==> src/rtl/gci_pkg.sv <==
package gci_pkg;
  localparam int unsigned ADDR_W  = 12;
  localparam int unsigned DATA_W  = 32;
  localparam int unsigned NUM_CH  = 2;
  localparam logic [ADDR_W-1:0] OFS_MASTER = 12'h11C;
  localparam logic [ADDR_W-1:0] OFS_STATUS = 12'h120;
  localparam logic [ADDR_W-1:0] OFS_MASK   = 12'h128;
  localparam int unsigned MASTER_BIT = 31;
endpackage

==> src/rtl/gci_edge_det.sv <==
module gci_edge_det #(
  parameter int unsigned W = 8
) (
  input  logic         clk,
  input  logic         rst_n,
  input  logic [W-1:0] pins_i,
  output logic         chg_o
);
  logic [W-1:0] cur_q;
  logic [W-1:0] old_q;

  always_ff @(posedge clk) begin
    if (!rst_n) begin
      cur_q <= pins_i;
      old_q <= pins_i;
    end else begin
      cur_q <= pins_i;
      old_q <= cur_q;
    end
  end

  assign chg_o = |(cur_q ^ old_q);

  // first cycle out of reset never shows a change
  p_quiet_after_reset_r4: assert property (@(posedge clk) disable iff (!rst_n)
    $rose(rst_n) |-> !chg_o);
  // a change flag needs a real difference between two pin samples
  p_chg_has_cause_r4: assert property (@(posedge clk) disable iff (!rst_n)
    chg_o |-> ($past(pins_i) != $past(pins_i, 2)));
endmodule

==> src/rtl/gci_ctrl_regs.sv <==
module gci_ctrl_regs
  import gci_pkg::*;
#(
  parameter bit DUAL_CH = 1'b1
) (
  input  logic              clk,
  input  logic              rst_n,
  input  logic              wr_i,
  input  logic [ADDR_W-1:0] addr_i,
  input  logic [DATA_W-1:0] wdata_i,
  input  logic [NUM_CH-1:0] evt_i,
  output logic [DATA_W-1:0] rdata_o,
  output logic              irq_o
);
  localparam logic [NUM_CH-1:0] CH_MASK = DUAL_CH ? 2'b11 : 2'b01;

  logic              master_q;
  logic [NUM_CH-1:0] mask_q;
  logic [NUM_CH-1:0] stat_q;
  logic [NUM_CH-1:0] flip;
  logic [NUM_CH-1:0] evt_m;
  logic              hit_master, hit_mask, hit_stat;
  logic              unused_wdata;

  assign hit_master = wr_i && (addr_i == OFS_MASTER);
  assign hit_mask   = wr_i && (addr_i == OFS_MASK);
  assign hit_stat   = wr_i && (addr_i == OFS_STATUS);
  assign flip       = hit_stat ? (wdata_i[NUM_CH-1:0] & CH_MASK) : '0;
  assign evt_m      = evt_i & CH_MASK;
  assign unused_wdata = ^wdata_i[MASTER_BIT-1:NUM_CH];

  always_ff @(posedge clk) begin
    if (!rst_n) begin
      master_q <= 1'b0;
      mask_q   <= '0;
      stat_q   <= '0;
    end else begin
      if (hit_master) master_q <= wdata_i[MASTER_BIT];
      if (hit_mask)   mask_q   <= wdata_i[NUM_CH-1:0] & CH_MASK;
      stat_q <= (stat_q ^ flip) | evt_m;
    end
  end

  always_comb begin
    rdata_o = '0;
    unique case (addr_i)
      OFS_MASTER: rdata_o[MASTER_BIT]   = master_q;
      OFS_MASK:   rdata_o[NUM_CH-1:0]   = mask_q;
      OFS_STATUS: rdata_o[NUM_CH-1:0]   = stat_q;
      default:    rdata_o = '0;
    endcase
  end

  assign irq_o = master_q & |(stat_q & mask_q);

  for (genvar c = 0; c < NUM_CH; c++) begin : g_chk
    if (CH_MASK[c]) begin : g_live
      // an event always leaves the status bit set
      p_evt_sets_r4: assert property (@(posedge clk) disable iff (!rst_n)
        evt_i[c] |=> stat_q[c]);
      // a 1 written with no competing event flips the bit
      p_flip_r5: assert property (@(posedge clk) disable iff (!rst_n)
        (hit_stat && wdata_i[c] && !evt_i[c]) |=> (stat_q[c] != $past(stat_q[c])));
    end else begin : g_dead
      // absent channel keeps zero state
      p_absent_r9: assert property (@(posedge clk) disable iff (!rst_n)
        (stat_q[c] == 1'b0) && (mask_q[c] == 1'b0));
    end
  end

  // no write and no event leaves status unchanged
  p_stat_hold_r5: assert property (@(posedge clk) disable iff (!rst_n)
    (!hit_stat && (evt_i == '0)) |=> $stable(stat_q));
  // master switch only moves on its own write
  p_master_hold_r2: assert property (@(posedge clk) disable iff (!rst_n)
    !hit_master |=> $stable(master_q));
  // mask only moves on its own write
  p_mask_hold_r3: assert property (@(posedge clk) disable iff (!rst_n)
    !hit_mask |=> $stable(mask_q));
endmodule

==> src/rtl/gpio_chg_irq.sv <==
module gpio_chg_irq
  import gci_pkg::*;
#(
  parameter int unsigned CH1_W   = 8,
  parameter int unsigned CH2_W   = 4,
  parameter bit          DUAL_CH = 1'b1
) (
  input  logic              clk,
  input  logic              rst_n,
  input  logic [CH1_W-1:0]  ch1_in,
  input  logic [CH2_W-1:0]  ch2_in,
  input  logic              reg_wr,
  input  logic [ADDR_W-1:0] reg_addr,
  input  logic [DATA_W-1:0] reg_wdata,
  output logic [DATA_W-1:0] reg_rdata,
  output logic              irq_o
);
  logic [NUM_CH-1:0] evt;

  gci_edge_det #(.W(CH1_W)) u_det1 (
    .clk(clk), .rst_n(rst_n), .pins_i(ch1_in), .chg_o(evt[0])
  );

  gci_edge_det #(.W(CH2_W)) u_det2 (
    .clk(clk), .rst_n(rst_n), .pins_i(ch2_in), .chg_o(evt[1])
  );

  gci_ctrl_regs #(.DUAL_CH(DUAL_CH)) u_regs (
    .clk(clk), .rst_n(rst_n), .wr_i(reg_wr), .addr_i(reg_addr),
    .wdata_i(reg_wdata), .evt_i(evt), .rdata_o(reg_rdata), .irq_o(irq_o)
  );
endmodule

==> config.mk <==
export PLATFORM = sky130hd
export DESIGN_NAME = gpio_chg_irq
export DESIGN_NICKNAME = d
export VERILOG_FILES = /design/src/rtl/gci_pkg.sv /design/src/rtl/gci_edge_det.sv /design/src/rtl/gci_ctrl_regs.sv /design/src/rtl/gpio_chg_irq.sv
export SDC_FILE = /design/constraint.sdc
export NUM_CORES = 1
export LEC_CHECK = 0
export ABC_AREA = 1
export BUFFER_PORTS_ARGS = -buffer_cell sky130_fd_sc_hd__buf_4
export CAP_MARGIN = 20
export CORE_MARGIN = 2
export CORE_UTILIZATION = 40
export DETAILED_ROUTE_END_ITERATION = 10
export GPL_TIMING_DRIVEN = 0
export PLACE_DENSITY = 0.76
export SLEW_MARGIN = 20
export SYNTH_ARGS = -nofsm -noshare
export SYNTH_HDL_FRONTEND = slang
export SYNTH_SLANG_ARGS = --single-unit
==> constraint.sdc <==
create_clock -name clk -period 1.49 [get_ports clk]
set_input_delay 0.298 -clock clk [delete_from_list [all_inputs] [get_ports clk]]
set_output_delay 0.298 -clock clk [all_outputs]
set_load 0.02 [all_outputs]
==> results.py <==
metrics = {
    "status": {
        "status": "finished clean",
    },
    "clock_network": {
        "clk_latency_ps": 310,
        "clk_path_buf_depth": 2,
        "cts_tree": "built",
        "clock_sinks": 29,
        "h-tree-depth": 2,
        "numCtsBuffers": 5,
        "root_buffer": "clkbuf_4",
        "clk_pin_slew_ps": 80,
    },
    "yosys": {
        "syn-cell-area_um2": 1470,
        "yosysSeqAreaShare_pct": 39.6,
        "synthesis.area_per_instance_um2": 8.57,
        "ys.warnings.count": 0,
        "ys_seq_elements": 29,
        "synth_cell_types": 23,
        "syn_inst": 171,
    },
    "power_and_ir_drop": {
        "peakVddDrop_v": 0.000710,
        "powerDensity_nw_per_um2": 784,
        "power.leakage_nw": 1.04,
    },
    "route": {
        "vias": 1160,
        "routedWlPerCell_um": 8.38,
        "dr.pass1.iters": 4,
        "via_per_inst": 4.00,
        "route.detailed.drc": 0,
        "wirelength_mm": 2.43,
        "drtIter0Drc": 30,
        "drtAntennaViolNets": 0,
    },
    "finish": {
        "final_area_um2": 2030,
        "n_antenna_cell": 0,
        "final_nets": 302,
        "fin_cells": 290,
        "drive_above_1_share_pct": 46.3,
        "area_growth_pct": 38.9,
        "final_util_pct": 59.6,
    },
    "critical_path": {
        "worstPathArrival_ps": 1130,
        "critPathSlowestCell": "buf_6",
        "start_kind": "primary input",
        "crit_fanout": 2,
        "crit_buf_inv": 4,
        "path_class": "in2out",
        "required_ps": 1190,
        "max_stage_delay_ps": 140,
        "ff2ff_setup_slack_ps": 500,
        "path_cells": "buf_4, inv_1, nand2_1, nor2_1, nand2_2, nor2_4, inv_2, o22ai_2, buf_6",
        "cp-end-kind": "output port",
        "path_delay_family": "simple AND/OR/NAND/NOR gates",
    },
    "floorplan": {
        "die_y_um": 64.5,
        "die_w_um": 64.5,
        "dieArea_um2": 4160,
        "initial_core_util_pct": 42.9,
        "coreArea_um2": 3420,
        "io_pins": 92,
        "num_rows": 21,
    },
    "timing": {
        "finClkSkew_ps": 4.00,
        "fin_crit_sh_pct": 96.2,
        "hold_viol": 0,
        "report.final.slew_viol_count": 0,
        "period_needed_ps": 1430,
        "max_freq_mhz": 698,
        "setup_viol": 0,
    },
    "global_route": {
        "grt_pass1_wl_mm": 3.78,
        "antenna_found_initial": 0,
        "grt_pass1_vias": 957,
        "grt_start_max_net_pins": 11,
        "gr-total-overflow": 0,
        "grt.total_usage_pct": 11.7,
    },
    "place": {
        "place_inst": 277,
        "placed_area_um2": 1870,
        "dpl.hpwl_mm": 1.89,
        "place_congestion": 0.791,
        "port_buffers": 32,
    },
    "min_path": {
        "hold_class": "in2reg",
    },
    "run": {
        "maxCapViolCount": 0,
    },
}
-- where the power goes --
part | switching [mW] | total [mW] | internal [mW]
combinational | 0.162 | 0.333 | 0.170
clock | 0.232 | 0.419 | 0.187
sequential | 0.0219 | 0.844 | 0.822
-- cell type report --
| type | count | area [um2] |
|---|---|---|
| Buffer | 31 | 234 |
| Clock buffer | 8 | 48.8 |
| Fill cell | 307 | 1380 |
| Inverter | 21 | 78.8 |
| Multi-Input combinational cell | 118 | 731 |
| Sequential cell | 29 | 581 |
| Tap cell | 46 | 57.6 |
| Timing Repair Buffer | 37 | 304 |
-- worst paths after layout --
path / end / cells past startpoint / startpoint
worst max-delay path: reg_rdata[0] / 9 / reg_addr[9]
worst min-delay path: u_det2.cur_q[1] / 1 / ch2_in[1]
worst max register to register: u_regs.stat_q[0] / 7 / u_det1.old_q[5]
worst min register to register: u_det2.old_q[2] / 1 / u_det2.cur_q[2]
-- kinds of logic (layout without fill, tap and decap cells) --
logic type | after synthesis | count (layout) | synth area share, %
AO/OA/AOI/OAI | 6 | 6 | 3.24
flip-flops | 29 | 29 | 39.6
AND/OR/NAND/NOR | 59 | 59 | 19.1
multiplexers | 12 | 12 | 9.22
other | 1 | 29 | 0.256
buffers and inverters | 52 | 97 | 21.3
XOR/XNOR | 12 | 12 | 7.17
-- state kept, by name (all words and copies together) (netlist names) --
name,cells
u_regs.master_q,1
u_det2.old_q,4
u_regs.mask_q,2
u_det1.cur_q,8
u_regs.stat_q,2
u_det2.cur_q,4
u_det1.old_q,8
-- worst reg2reg max path, cell delays in order, from the launching register on --
cell     delay, ps
dfxtp_1        310
xor2_1         150
nor2_1         110
nand2_1         50
nor2_1         120
nand3_1         80
nand2_1         60
inv_1           30
-- cells in the mapped netlist, drive strengths merged --
library cell	n	share of area, %
nor3	3	1.4
o211a	3	2.0
nand4	4	1.7
mux2	12	9.2
conb	1	0.26
nand3	4	1.7
nor2	20	6.8
xor2	10	6.0
xnor2	2	1.2
dfxtp	29	40
nand2	28	7.5
buf	31	16
o22ai	2	0.85
inv	21	5.4
a21oi	1	0.34
-- cells in the final DEF (no fill, tap or decap), drive strengths merged --
master,n
nand2,28
nor3,3
a21oi,1
dfxtp,29
buf,68
o211a,3
xnor2,2
inv,21
nand3,4
conb,29
clkbuf,8
nor2,20
mux2,12
nand4,4
o22ai,2
xor2,10
-- stage by stage --
step	TNS [ps]	worst slack [ps]	hold WS, ps	total power, mW
CTS	0	3.21	72.2	1.60
global placement	-62.3	-35.4	410	1.16
floorplan	0	100	326	1.08
finish	0	57.3	86.6	1.60
global route	-16.7	-16.5	65.4	1.70
detailed placement	-81.2	-60.4	412	1.17
-- repair_timing --
item / CTS / global route
gates resized for setup: 1 / 26
hold buffers: 0 / 0
pin swaps: 2 / 12
buffers inserted: 3 / 2
endpoints found under the setup margin: 2 / 3
-- routing by layer --
layer / wire (um) / track usage [%] / share of wire [%] / vias to the layer above
li1: - / - / - / 616
met1: 913 / 12.5 / 38 / 487
met2: 1160 / 19.0 / 48 / 52
met3: 314 / 5.03 / 13 / 5
met4: 38 / 7.18 / 1.6 / 0
met5: 0 / 0 / 0 / -
No activity file was read; power rests on OpenSTA's default activity.
